--- src/rtl/tod_pkg.sv ---
package tod_pkg;

   // Nanoseconds in one second: the rollover point of the nanosecond word
   localparam int unsigned TOD_NS_PER_SEC = 1_000_000_000;

   // Pulse generator states
   typedef enum logic [1:0] {
      PPS_IDLE  = 2'd0,
      PPS_ARMED = 2'd1,
      PPS_HIGH  = 2'd2
   } pps_state_e;

endpackage

--- src/rtl/tod_rate.sv ---
// Holds the trim word and forms the per-cycle increment (nominal +/- trim),
// split into a whole-nanosecond part and a 2^-FRAC_W ns fraction.
module tod_rate #(
   parameter int FRAC_W   = 32,
   parameter int INC_NS_W = 4,
   parameter int BASE_NS  = 12,
   parameter logic [FRAC_W-1:0] BASE_FRAC = {1'b1, {(FRAC_W-1){1'b0}}}
) (
   input  logic                clk,
   input  logic                rst_n,
   input  logic                trim_we,
   input  logic [FRAC_W-1:0]   trim_wdata,
   output logic [INC_NS_W-1:0] inc_ns,
   output logic [FRAC_W-1:0]   inc_frac
);
   localparam int TOT_W = INC_NS_W + FRAC_W;
   localparam logic [TOT_W-1:0] BASE_TOT = {INC_NS_W'(BASE_NS), BASE_FRAC};

   logic [FRAC_W-1:0] trim_q;
   logic [TOT_W-1:0]  trim_mag;
   logic [TOT_W-1:0]  inc_tot;

   generate
      if (BASE_NS + 1 >= (1 << INC_NS_W)) begin : g_bad_inc_w
         $error("tod_rate: INC_NS_W too narrow for BASE_NS");
      end
      if (FRAC_W < 8) begin : g_bad_frac_w
         $error("tod_rate: FRAC_W must be at least 8");
      end
   endgenerate

   always_ff @(posedge clk or negedge rst_n) begin
      if (!rst_n) begin
         trim_q <= '0;
      end else if (trim_we) begin
         trim_q <= trim_wdata;
      end
   end

   always_comb begin
      trim_mag = {{(INC_NS_W + 1){1'b0}}, trim_q[FRAC_W-2:0]};
      if (trim_q[FRAC_W-1]) begin
         inc_tot = BASE_TOT - trim_mag;
      end else begin
         inc_tot = BASE_TOT + trim_mag;
      end
   end

   assign inc_ns   = inc_tot[TOT_W-1:FRAC_W];
   assign inc_frac = inc_tot[FRAC_W-1:0];


   trim_latency_chk: assert property (@(posedge clk) disable iff (!rst_n)
      !trim_we |=> $stable(inc_tot))
      else $error("trim_latency_chk");

endmodule

--- src/rtl/tod_counter.sv ---
// Seconds / nanoseconds / residue state with load, signed step and rollover.
module tod_counter #(
   parameter int          SEC_W    = 32,
   parameter int          NS_W     = 32,
   parameter int          FRAC_W   = 32,
   parameter int          INC_NS_W = 4,
   parameter int unsigned NS_ROLL  = tod_pkg::TOD_NS_PER_SEC
) (
   input  logic                clk,
   input  logic                rst_n,
   input  logic [INC_NS_W-1:0] inc_ns,
   input  logic [FRAC_W-1:0]   inc_frac,
   input  logic                load_en,
   input  logic [SEC_W-1:0]    load_sec,
   input  logic [NS_W-1:0]     load_ns,
   input  logic                step_en,
   input  logic [NS_W-1:0]     step_ns,
   output logic [SEC_W-1:0]    sec_q,
   output logic [NS_W-1:0]     ns_q,
   output logic [FRAC_W-1:0]   frac_q
);
   // two guard bits: one for the sum overflow, one for the sign
   localparam int NSX = NS_W + 2;
   localparam logic [NSX-1:0] ROLL_X = NSX'(NS_ROLL);

   logic [FRAC_W:0]   frac_sum;
   logic [NSX-1:0]    step_x;
   logic [NSX-1:0]    ns_sum;
   logic              roll_up;
   logic              roll_dn;
   logic [NSX-1:0]    ns_fix;
   logic [SEC_W-1:0]  sec_nxt;
   logic [NS_W-1:0]   ns_nxt;
   logic [FRAC_W-1:0] frac_nxt;

   generate
      if (longint'(NS_ROLL) >= (longint'(1) << (NS_W - 1))) begin : g_bad_ns_w
         $error("tod_counter: NS_W too narrow for a signed step of one second");
      end
      if (SEC_W < 2) begin : g_bad_sec_w
         $error("tod_counter: SEC_W must be at least 2");
      end
   endgenerate

   always_comb begin
      frac_sum = {1'b0, frac_q} + {1'b0, inc_frac};
      step_x   = step_en ? {{2{step_ns[NS_W-1]}}, step_ns} : '0;
      ns_sum   = {2'b00, ns_q} + NSX'(inc_ns) + NSX'(frac_sum[FRAC_W]) + step_x;
      roll_dn  = ns_sum[NSX-1];
      roll_up  = !ns_sum[NSX-1] && (ns_sum >= ROLL_X);
      if (roll_up) begin
         ns_fix  = ns_sum - ROLL_X;
         sec_nxt = sec_q + SEC_W'(1);
      end else if (roll_dn) begin
         ns_fix  = ns_sum + ROLL_X;
         sec_nxt = sec_q - SEC_W'(1);
      end else begin
         ns_fix  = ns_sum;
         sec_nxt = sec_q;
      end
      ns_nxt   = ns_fix[NS_W-1:0];
      frac_nxt = frac_sum[FRAC_W-1:0];
   end

   always_ff @(posedge clk or negedge rst_n) begin
      if (!rst_n) begin
         sec_q  <= '0;
         ns_q   <= '0;
         frac_q <= '0;
      end else if (load_en) begin
         sec_q  <= load_sec;
         ns_q   <= load_ns;
         frac_q <= '0;
      end else begin
         sec_q  <= sec_nxt;
         ns_q   <= ns_nxt;
         frac_q <= frac_nxt;
      end
   end


   ns_range_chk: assert property (@(posedge clk) disable iff (!rst_n)
      ns_q < NS_W'(NS_ROLL))
      else $error("ns_range_chk");


   ns_advance_chk: assert property (@(posedge clk) disable iff (!rst_n)
      (!load_en && !step_en) |=>
         ((longint'(ns_q) - longint'($past(ns_q))
           + ((ns_q < $past(ns_q)) ? longint'(NS_ROLL) : 64'sd0)) >= longint'($past(inc_ns)))
      && ((longint'(ns_q) - longint'($past(ns_q))
           + ((ns_q < $past(ns_q)) ? longint'(NS_ROLL) : 64'sd0)) <= longint'($past(inc_ns)) + 1))
      else $error("ns_advance_chk");


   sec_carry_chk: assert property (@(posedge clk) disable iff (!rst_n)
      (!load_en && !step_en) |=>
         ((sec_q == $past(sec_q) + SEC_W'(1)) == (ns_q < $past(ns_q))))
      else $error("sec_carry_chk");


   load_take_chk: assert property (@(posedge clk) disable iff (!rst_n)
      load_en |=> (sec_q == $past(load_sec)) && (ns_q == $past(load_ns)) && (frac_q == '0))
      else $error("load_take_chk");

endmodule

--- src/rtl/tod_pps.sv ---
// Target-time comparator driving a pulse at every whole second.
module tod_pps #(
   parameter int SEC_W = 32,
   parameter int NS_W  = 32
) (
   input  logic             clk,
   input  logic             rst_n,
   input  logic             pps_en,
   input  logic [NS_W-1:0]  width_ns,
   input  logic [SEC_W-1:0] sec_q,
   input  logic [NS_W-1:0]  ns_q,
   output logic             pps_o
);
   import tod_pkg::*;

   pps_state_e       state_q;
   logic [SEC_W-1:0] tgt_sec_q;
   logic [SEC_W-1:0] end_sec_q;
   logic [NS_W-1:0]  end_ns_q;
   logic             at_target;
   logic             past_end;

   assign at_target = {sec_q, ns_q} >= {tgt_sec_q, {NS_W{1'b0}}};
   assign past_end  = {sec_q, ns_q} >= {end_sec_q, end_ns_q};

   always_ff @(posedge clk or negedge rst_n) begin
      if (!rst_n) begin
         state_q   <= PPS_IDLE;
         tgt_sec_q <= '0;
         end_sec_q <= '0;
         end_ns_q  <= '0;
      end else if (!pps_en) begin
         state_q <= PPS_IDLE;
      end else if (state_q == PPS_IDLE) begin
         tgt_sec_q <= sec_q + SEC_W'(1);
         state_q   <= PPS_ARMED;
      end else if (at_target) begin
         state_q   <= PPS_HIGH;
         end_sec_q <= tgt_sec_q;
         end_ns_q  <= width_ns;
         tgt_sec_q <= tgt_sec_q + SEC_W'(1);
      end else if ((state_q == PPS_HIGH) && past_end) begin
         state_q <= PPS_ARMED;
      end
   end

   assign pps_o = (state_q == PPS_HIGH);


   pps_off_chk: assert property (@(posedge clk) disable iff (!rst_n)
      !pps_en |=> !pps_o)
      else $error("pps_off_chk");


   pps_arm_chk: assert property (@(posedge clk) disable iff (!rst_n)
      (pps_en && (state_q == PPS_IDLE)) |=> (tgt_sec_q == $past(sec_q) + SEC_W'(1)))
      else $error("pps_arm_chk");


   pps_target_step_chk: assert property (@(posedge clk) disable iff (!rst_n)
      (pps_en && (state_q != PPS_IDLE) && at_target) |=>
         (tgt_sec_q == $past(tgt_sec_q) + SEC_W'(1)) && pps_o)
      else $error("pps_target_step_chk");

endmodule

--- src/rtl/tod_clock.sv ---
// Top: rate generator, time counter, snapshot capture and optional pulse output.
module tod_clock #(
   parameter int          SEC_W     = 32,
   parameter int          NS_W      = 32,
   parameter int          FRAC_W    = 32,
   parameter int          BASE_NS   = 12,
   parameter logic [FRAC_W-1:0] BASE_FRAC = {1'b1, {(FRAC_W-1){1'b0}}},
   parameter int unsigned NS_ROLL   = tod_pkg::TOD_NS_PER_SEC,
   parameter bit          HAS_PPS   = 1'b1
) (
   input  logic              clk,
   input  logic              rst_n,
   input  logic              trim_we,
   input  logic [FRAC_W-1:0] trim_wdata,
   input  logic              load_en,
   input  logic [SEC_W-1:0]  load_sec,
   input  logic [NS_W-1:0]   load_ns,
   input  logic              step_en,
   input  logic [NS_W-1:0]   step_ns,
   input  logic              snap_req,
   output logic              snap_valid,
   output logic [SEC_W-1:0]  snap_sec,
   output logic [NS_W-1:0]   snap_ns,
   output logic [FRAC_W-1:0] snap_frac,
   output logic [SEC_W-1:0]  tod_sec,
   output logic [NS_W-1:0]   tod_ns,
   input  logic              pps_en,
   input  logic [NS_W-1:0]   pps_width_ns,
   output logic              pps_out
);
   localparam int INC_NS_W = $clog2(BASE_NS + 2);

   logic [INC_NS_W-1:0] inc_ns;
   logic [FRAC_W-1:0]   inc_frac;
   logic [SEC_W-1:0]    sec_q;
   logic [NS_W-1:0]     ns_q;
   logic [FRAC_W-1:0]   frac_q;

   generate
      if (BASE_NS < 1) begin : g_bad_base
         $error("tod_clock: BASE_NS must be positive");
      end
   endgenerate

   tod_rate #(
      .FRAC_W   (FRAC_W),
      .INC_NS_W (INC_NS_W),
      .BASE_NS  (BASE_NS),
      .BASE_FRAC(BASE_FRAC)
   ) i_rate (
      .clk       (clk),
      .rst_n     (rst_n),
      .trim_we   (trim_we),
      .trim_wdata(trim_wdata),
      .inc_ns    (inc_ns),
      .inc_frac  (inc_frac)
   );

   tod_counter #(
      .SEC_W   (SEC_W),
      .NS_W    (NS_W),
      .FRAC_W  (FRAC_W),
      .INC_NS_W(INC_NS_W),
      .NS_ROLL (NS_ROLL)
   ) i_counter (
      .clk     (clk),
      .rst_n   (rst_n),
      .inc_ns  (inc_ns),
      .inc_frac(inc_frac),
      .load_en (load_en),
      .load_sec(load_sec),
      .load_ns (load_ns),
      .step_en (step_en),
      .step_ns (step_ns),
      .sec_q   (sec_q),
      .ns_q    (ns_q),
      .frac_q  (frac_q)
   );

   always_ff @(posedge clk or negedge rst_n) begin
      if (!rst_n) begin
         snap_valid <= 1'b0;
         snap_sec   <= '0;
         snap_ns    <= '0;
         snap_frac  <= '0;
      end else begin
         snap_valid <= snap_req;
         if (snap_req) begin
            snap_sec  <= sec_q;
            snap_ns   <= ns_q;
            snap_frac <= frac_q;
         end
      end
   end

   assign tod_sec = sec_q;
   assign tod_ns  = ns_q;

   generate
      if (HAS_PPS) begin : g_pps
         tod_pps #(
            .SEC_W(SEC_W),
            .NS_W (NS_W)
         ) i_pps (
            .clk     (clk),
            .rst_n   (rst_n),
            .pps_en  (pps_en),
            .width_ns(pps_width_ns),
            .sec_q   (sec_q),
            .ns_q    (ns_q),
            .pps_o   (pps_out)
         );
      end else begin : g_no_pps
         assign pps_out = 1'b0;
      end
   endgenerate


   snap_capture_chk: assert property (@(posedge clk) disable iff (!rst_n)
      snap_req |=> snap_valid && (snap_sec == $past(tod_sec)) && (snap_ns == $past(tod_ns)))
      else $error("snap_capture_chk");


   snap_single_chk: assert property (@(posedge clk) disable iff (!rst_n)
      !snap_req |=> !snap_valid)
      else $error("snap_single_chk");

endmodule

--- config.mk ---
export PLATFORM = sky130hd
export DESIGN_NAME = tod_clock
export DESIGN_NICKNAME = d
export VERILOG_FILES = /design/src/rtl/tod_pkg.sv /design/src/rtl/tod_rate.sv /design/src/rtl/tod_counter.sv /design/src/rtl/tod_pps.sv /design/src/rtl/tod_clock.sv
export SDC_FILE = /design/constraint.sdc
export NUM_CORES = 1
export LEC_CHECK = 0
export BUFFER_PORTS_ARGS = -buffer_cell sky130_fd_sc_hd__buf_2
export CAP_MARGIN = 20
export CORE_MARGIN = 2
export CORE_UTILIZATION = 31
export CTS_BUF_LIST = sky130_fd_sc_hd__clkbuf_8
export CTS_CLUSTER_SIZE = 14
export DETAILED_ROUTE_END_ITERATION = 8
export PLACE_DENSITY = 0.58
export SLEW_MARGIN = 20
export SYNTH_ARGS = -nofsm -noshare
export SYNTH_HDL_FRONTEND = slang
export SYNTH_SLANG_ARGS = --single-unit
export TNS_END_PERCENT = 20
--- constraint.sdc ---
create_clock -name clk -period 11.4 [get_ports clk]
set_input_delay 0 -clock clk [delete_from_list [all_inputs] [get_ports clk]]
set_output_delay 0 -clock clk [all_outputs]
set_load 0.01 [all_outputs]
Yosys cells after proc, flatten, opt, wreduce, memory -nomap -nowiden:

Cells that the tools add are included.

* add/sub/neg operators: 11
* multipliers: 0
* divide/modulo/power cells: 0
* $lt $le $gt $ge: 3
* equality and inequality tests: 2
* shift-type cells: 0
* multiplexer cells: 15
* bitwise gates (word level): 1
* reductions and logical operators: 8

Operators by type and width (number)
* two-way mux 32 bit: 9
* >= comparator 64 bit: 2
* adder 32 x 1 -> 32 bit (second input constant): 2
* adder 35 x 32 -> 36 bit (first input constant): 1
* two-way mux 36 bit: 1
* subtractor 35 x 32 -> 36 bit (first input constant): 1
* adder 34 x 1 -> 34 bit: 1
* adder 34 bit: 1
* >= comparator 34 x 30 -> 1 bit (second input constant): 1
* two-way mux 34 bit: 1
* adder 32 x 32 -> 33 bit: 1
* adder 32 x 4 -> 33 bit: 1
* adder 32 x 30 -> 32 bit (second input constant): 1
* subtractor 32 x 1 -> 32 bit (second input constant): 1
* subtractor 32 x 30 -> 32 bit (second input constant): 1
* two-way mux 2 bit: 4
* inequality test 4 x 1 -> 1 bit (second input constant): 1
* AND reduction 3 bit: 1
* nonzero test 3 bit: 1
* equality test 2 bit (second input constant): 1
* logical AND 1 bit: 2
* logical NOT 2 bit: 1
* AND reduction 2 bit: 1
* nonzero test 2 bit: 1
* 2 further kinds: 2

* bits in registers: 323
* bits in latches: 0
* RAM bits: 0
* ROM bits: 0
* input bits: 167
* memories: 0

Logic depth before layout (Yosys ltp):

* word-level depth: 9
* gate-level depth with buffers: 36

Hierarchy:

A second synthesis with hierarchy kept.

* cells, all modules: 2584
* area, all modules: 24025.5 µm²

By module, submodules not included
* tod_counter: times used 1, cells an instance 1298, area an instance 10393.7 µm²
* tod_pps: times used 1, cells an instance 910, area an instance 7878.8 µm²
* tod_clock: times used 1, cells an instance 204, area an instance 3789.9 µm²
* tod_rate: times used 1, cells an instance 172, area an instance 1963.1 µm²

Worst setup path after synthesis:

OpenSTA, ideal clock, no wires.

* path kind: register to register
* start point: reg i_rate.trim_q[10]
* end point: reg i_counter.ns_q[28]
* library setup time: 137 ps
* arrival time: 8043 ps
* data required time: 11263 ps
* slack: 3220 ps
* stages on the path, launching flop included: 35
* buffers on the path: 2
* cells stage by stage: dfrtp_1 > or4_1 > or4_1 > nor2_1 > nand3_1 > or4_1 > nand2_1 > xnor2_1 > ha_1 > inv_1 > or3_1 > or3_1 > o21a_1 > a31oi_1 > a21oi_1 > a21o_1 > o21ai_0 > a21o_1 > a21oi_1 > fa_1 > fa_1 > nand2b_1 > a21o_1 > a211o_1 > a2111oi_4 > a21oi_2 > o21ai_2 > xor2_2 > a21oi_2 > o31ai_2 > buf_4 > buf_6 > a31oi_1 > a221oi_1 > a21oi_1

* word-level cells in the longest chain between the ends: 9

RTL lines
* start: declaration: line tod_rate.sv:19 `logic [FRAC_W-1:0] trim_q;`
* start signal: assignment: line tod_rate.sv:36 `trim_q <= trim_wdata;`
* adder 35 x 32 -> 36 bit / subtractor 35 x 32 -> 36 bit (equally long branches): line tod_rate.sv:45, tod_rate.sv:43
* two-way mux 36 bit *: line tod_rate.sv:42 `if (trim_q[FRAC_W-1]) begin`
* adder 32 x 4 -> 33 bit / adder 32 x 32 -> 33 bit (equally long branches): line tod_counter.sv:48, tod_counter.sv:46
* adder 34 x 1 -> 34 bit *: line tod_counter.sv:48 `ns_sum = {2'b00, ns_q} + NSX'(inc_ns) + NSX'(frac_sum[FRAC_W]) + step_x;`
* adder 34 bit *: line tod_counter.sv:48
* adder 32 x 30 -> 32 bit, or another cell as far along: line tod_counter.sv:55 `ns_fix = ns_sum + ROLL_X;`
* two-way mux 32 bit / logical AND 1 bit (equally long branches): line tod_counter.sv:54, tod_counter.sv:50
* two-way mux 32 bit *: line tod_counter.sv:51 `if (roll_up) begin`
* two-way mux 32 bit *: line tod_counter.sv:70 `end else if (load_en) begin`
* end signal: assignment: line tod_counter.sv:72 `ns_q <= load_ns;`
* end signal: assignment: line tod_counter.sv:76 `ns_q <= ns_nxt;`
* end: declaration: line tod_counter.sv:19 `output logic [NS_W-1:0] ns_q,`

Mark *: on every way between the ends. The rest lies on a longest branch, timed or not.
A chain may end at the register's enable or synchronous reset.

Worst setup path in the final report:

* start point: reg i_rate.trim_q[10]
* end point: reg i_counter.sec_q[1]

* word-level cells in the longest chain between the ends: 9

RTL lines
* adder 35 x 32 -> 36 bit / subtractor 35 x 32 -> 36 bit (equally long branches): line tod_rate.sv:45, tod_rate.sv:43
* two-way mux 36 bit *: line tod_rate.sv:42
* adder 32 x 4 -> 33 bit / adder 32 x 32 -> 33 bit (equally long branches): line tod_counter.sv:48, tod_counter.sv:46
* adder 34 x 1 -> 34 bit *: line tod_counter.sv:48
* adder 34 bit *: line tod_counter.sv:48
* >= comparator 34 x 30 -> 1 bit / logical NOT 1 bit (equally long branches): line tod_counter.sv:50 `roll_up = !ns_sum[NSX-1] && (ns_sum >= ROLL_X);`
* logical AND 1 bit: line tod_counter.sv:50
* two-way mux 32 bit: line tod_counter.sv:51
* two-way mux 32 bit: line tod_counter.sv:70
* end signal: assignment: line tod_counter.sv:71 `sec_q <= load_sec;`
* end signal: assignment: line tod_counter.sv:75 `sec_q <= sec_nxt;`
* end: declaration: line tod_counter.sv:18 `output logic [SEC_W-1:0] sec_q,`

Marks and branches as above.

==> impl_metrics.xml <==
<?xml version="1.0" encoding="UTF-8"?>
<metrics>
  <group name="status">
    <metric name="outcome" unit="">complete, no violations</metric>
  </group>
  <group name="sta">
    <metric name="max-slew-margin-rel" unit="%">35.7</metric>
    <metric name="timing.clock.skew" unit="ns">0.0491</metric>
    <metric name="hold_ws" unit="ns">0.0220</metric>
    <metric name="timing_hold_violations_final" unit="">0</metric>
    <metric name="layout_setup_ws" unit="ns">1.43</metric>
    <metric name="worst_slew_pin_slew" unit="ns">0.956</metric>
    <metric name="setup_violations" unit="">0</metric>
    <metric name="report.final.slew_viol_count" unit="">0</metric>
    <metric name="tns" unit="ns">0</metric>
    <metric name="max_clock_freq" unit="MHz">100</metric>
    <metric name="final_period_minus_worst_setup_slack" unit="ns">9.97</metric>
    <metric name="unrepaired_setup_endpoints_after_global_routing" unit="">false</metric>
    <metric name="period_share" unit="%">87.5</metric>
  </group>
  <group name="logic_synthesis">
    <metric name="synth_top_flop_cell" unit="">dfrtp_1</metric>
    <metric name="synth_cell_type_count" unit="">88</metric>
    <metric name="ys_warn_count" unit="">0</metric>
    <metric name="post_synth_inst_count" unit="">2406</metric>
    <metric name="synth_fp_nets" unit="">2744</metric>
    <metric name="synth.largest_area_cell" unit="">dfrtp_1</metric>
    <metric name="synth-edff-count" unit="">0</metric>
    <metric name="synth_most_common_cell" unit="">dfrtp_1</metric>
    <metric name="cell_area_after_synthesis" unit="um^2">22200</metric>
    <metric name="share_of_synthesized_area_occupied_by_flip_flops_and_latches" unit="%">36.3</metric>
    <metric name="ys_top_cells_by_count" unit="">323 x dfrtp_1, 218 x nand2_1, 169 x mux2_2</metric>
    <metric name="yosys.area.top_type_share" unit="%">36.3</metric>
    <metric name="netlist_top_cells_area" unit="">dfrtp_1 36%, ha_1 9.5%, mux2_2 8.6%</metric>
    <metric name="yosys_register_bits" unit="">323</metric>
    <metric name="post_synth.cell_area_avg" unit="um^2">9.24</metric>
    <metric name="synthArstFlopShare" unit="%">100</metric>
  </group>
  <group name="routing">
    <metric name="drt-pass1-iter-count" unit="">5</metric>
    <metric name="detail_route.wirelength" unit="mm">74.0</metric>
    <metric name="drt_initial_violations" unit="">1118</metric>
    <metric name="post-route-drc-count" unit="">0</metric>
    <metric name="route.antenna.remaining_nets" unit="">0</metric>
    <metric name="vias" unit="">20000</metric>
    <metric name="routedWlPerCell" unit="um">19.1</metric>
    <metric name="post_drt_via_cell_ratio" unit="">5.15</metric>
  </group>
  <group name="power_and_ir_drop">
    <metric name="worst_ir_drop_vdd" unit="mV">0.140</metric>
    <metric name="p_leak" unit="nW">12.8</metric>
    <metric name="fin_total_pwr" unit="mW">7.19</metric>
    <metric name="power.density_cell_area" unit="nW/um^2">257</metric>
  </group>
  <group name="floorplanning">
    <metric name="initial_utilization" unit="%">31.2</metric>
    <metric name="floorplan.core_area" unit="um^2">71200</metric>
    <metric name="fp.dieW" unit="um">272</metric>
    <metric name="floorplan.io_pins" unit="">329</metric>
    <metric name="design.die.area" unit="um^2">73900</metric>
    <metric name="chip_height" unit="um">272</metric>
    <metric name="fp-row-count" unit="">98</metric>
  </group>
  <group name="global_routing">
    <metric name="overflow" unit="">0</metric>
    <metric name="number_of_antenna_violations_at_the_first_check_in_global_routing" unit="">9</metric>
    <metric name="global_route.usage.total" unit="%">19.7</metric>
    <metric name="grt_pass1_vias" unit="">19800</metric>
    <metric name="grt_max_degree" unit="">145</metric>
    <metric name="global_route_wire_length_before_repair" unit="mm">115</metric>
  </group>
  <group name="worst_setup_path">
    <metric name="worst_setup_path_end_kind" unit="">register</metric>
    <metric name="critical_path.startpoint_type" unit="">register</metric>
    <metric name="critPathMaxFanout" unit="">47</metric>
    <metric name="worstPathArrival" unit="ns">10.52</metric>
    <metric name="critical_path.slowest_cell" unit="">or4_1</metric>
    <metric name="critical_path_class" unit="">register to register</metric>
    <metric name="critical_path_required" unit="ns">11.95</metric>
    <metric name="critical_path.max_stage_delay" unit="ns">0.60</metric>
  </group>
  <group name="clocking">
    <metric name="clkTransAtPathRegs" unit="ns">0.06</metric>
    <metric name="cts-root-buf" unit="">clkbuf_8</metric>
    <metric name="cts_tree" unit="">built</metric>
    <metric name="number_of_buffers_created_by_cts" unit="">67</metric>
    <metric name="clock_tree.buffer_depth" unit="">3</metric>
    <metric name="post_cts_buffers" unit="">0</metric>
    <metric name="cts_htree_levels" unit="">3</metric>
    <metric name="clock-sinks" unit="">323</metric>
    <metric name="clk_latency" unit="ns">0.67</metric>
    <metric name="cts_repair_resize_count" unit="">0</metric>
  </group>
  <group name="cells_and_area">
    <metric name="finalNonFillerCells" unit="">3885</metric>
    <metric name="number_of_nets_in_the_layout" unit="">3220</metric>
    <metric name="ff_latch_area" unit="um^2">8080</metric>
    <metric name="multiInputGateArea" unit="um^2">13300</metric>
    <metric name="final_area" unit="um^2">28000</metric>
    <metric name="layout.filler_cells" unit="">7139</metric>
    <metric name="layout-drive-gt1-share" unit="%">22.3</metric>
    <metric name="final_core_util" unit="%">39.3</metric>
    <metric name="layout-area-overhead-vs-synth" unit="%">25.9</metric>
  </group>
  <group name="placed_design">
    <metric name="dpl.cell_count" unit="">3590</metric>
    <metric name="routabilityCongestion" unit="">0.912</metric>
    <metric name="pre_cts_slack" unit="ns">1.90</metric>
    <metric name="placedInstanceArea" unit="um^2">24800</metric>
    <metric name="dp.final_hpwl" unit="mm">53.5</metric>
    <metric name="io_buffer_count" unit="">328</metric>
  </group>
  <group name="min_path">
    <metric name="hp-class" unit="">input port to asynchronous set/reset pin</metric>
  </group>
  <group name="job">
    <metric name="timing.max_cap.violations" unit="">0</metric>
  </group>
</metrics>
kinds of logic (layout without fill, tap and decap cells):
| group | after synthesis | after routing | synth area share, % |
|---|---|---|---|
| AO/OA/AOI/OAI | 596 | 596 | 17.5 |
| XOR/XNOR | 179 | 179 | 7.15 |
| adder cells (fa/ha/maj) | 171 | 171 | 9.72 |
| buffers and inverters | 248 | 772 | 4.29 |
| flip-flops | 323 | 323 | 36.3 |
| multiplexers | 186 | 186 | 9.40 |
| other | 0 | 5 | 0 |
| AND/OR/NAND/NOR | 703 | 703 | 15.6 |
worst paths after layout:
| check | start | to | slack (ns) | cells after the start |
|---|---|---|---|---|
| min in group clk | step_ns[4] | i_counter.ns_q[4] | 0.06 | 5 |
| worst max register to register | i_rate.trim_q[10] | i_counter.sec_q[1] | 1.43 | 34 |
| worst max-delay path | i_rate.trim_q[10] | i_counter.sec_q[1] | 1.43 | 34 |
| worst min-delay path | rst_n | snap_frac[22] | 0.02 | 2 |
| worst min register to register | g_pps.i_pps.end_sec_q[26] | g_pps.i_pps.end_sec_q[26] | 0.48 | 2 |
| max in group asynchronous | rst_n | i_counter.ns_q[14] | 9.82 | 3 |
area by class of cell:
class / count / area share [%]
timing repair buffer: 518 / 12.6
multi-input combinational: 1835 / 47.3
antenna: 5 / 0.0447
sequential: 323 / 28.9
clock buffer: 82 / 4.03
tap: 950 / 4.24
clock inverter: 35 / 1.05
inverter: 137 / 1.84
cells in the final DEF, fill, tap and decap left out, types with 27 or more instances in the layout:
cell             n
clkbuf_8        82
nand4_1         46
mux2_2         169
buf_2          325
nor3_1          47
nand3_1         55
a21o_1          51
nand2b_1        33
a31oi_1         27
o21ai_1         51
dfrtp_1        323
nor2_1         125
o21ai_0        136
ha_1           168
inv_1          153
xnor2_1        121
nand2_1        217
a21oi_1        123
dlygate4sd3_1  173
xor2_1          53
and2_1          44
power breakdown:
part,internal [mW],leakage (nW),switching [mW]
sequential,1.58,3.88,0.488
combinational,1.62,8.10,2.16
clock,0.746,0.790,0.588
worst max-delay path: cells and delay by family (launching register included):
family          cells  cell delay, ns
buf+inv             3            1.26
xor+xnor            2            0.50
compound gates     16            3.39
simple gates       10            3.05
flops               1            0.41
fa+ha+maj           3            1.21
state kept, by name, indices dropped and copies added, names as in the netlist:
| register | count |
|---|---|
| g_pps.i_pps.end_ns_q | 32 |
| g_pps.i_pps.end_sec_q | 32 |
| g_pps.i_pps.tgt_sec_q | 32 |
| i_counter.frac_q | 32 |
| i_counter.ns_q | 32 |
| i_counter.sec_q | 32 |
| i_rate.trim_q | 32 |
| snap_frac | 32 |
| snap_ns | 32 |
| snap_sec | 32 |
| g_pps.i_pps.state_q | 2 |
| snap_valid | 1 |
metal layers:
layer / GRT usage (%) / share of wire (%) / vias to the layer above
met4: 4.45 / 1.8 / 10
li1: - / - / 9666
met2: 32.4 / 46 / 536
met5: 0 / 0.092 / -
met3: 4.27 / 5.9 / 102
met1: 26.5 / 46 / 9703
repair_timing:
action / 4_1_cts / 5_1_grt
endpoints found under the setup margin: 0 / 0
endpoints found under the hold margin: 296 / 0
hold buffers: 173 / 0
Power figures use the tool's default switching activity.
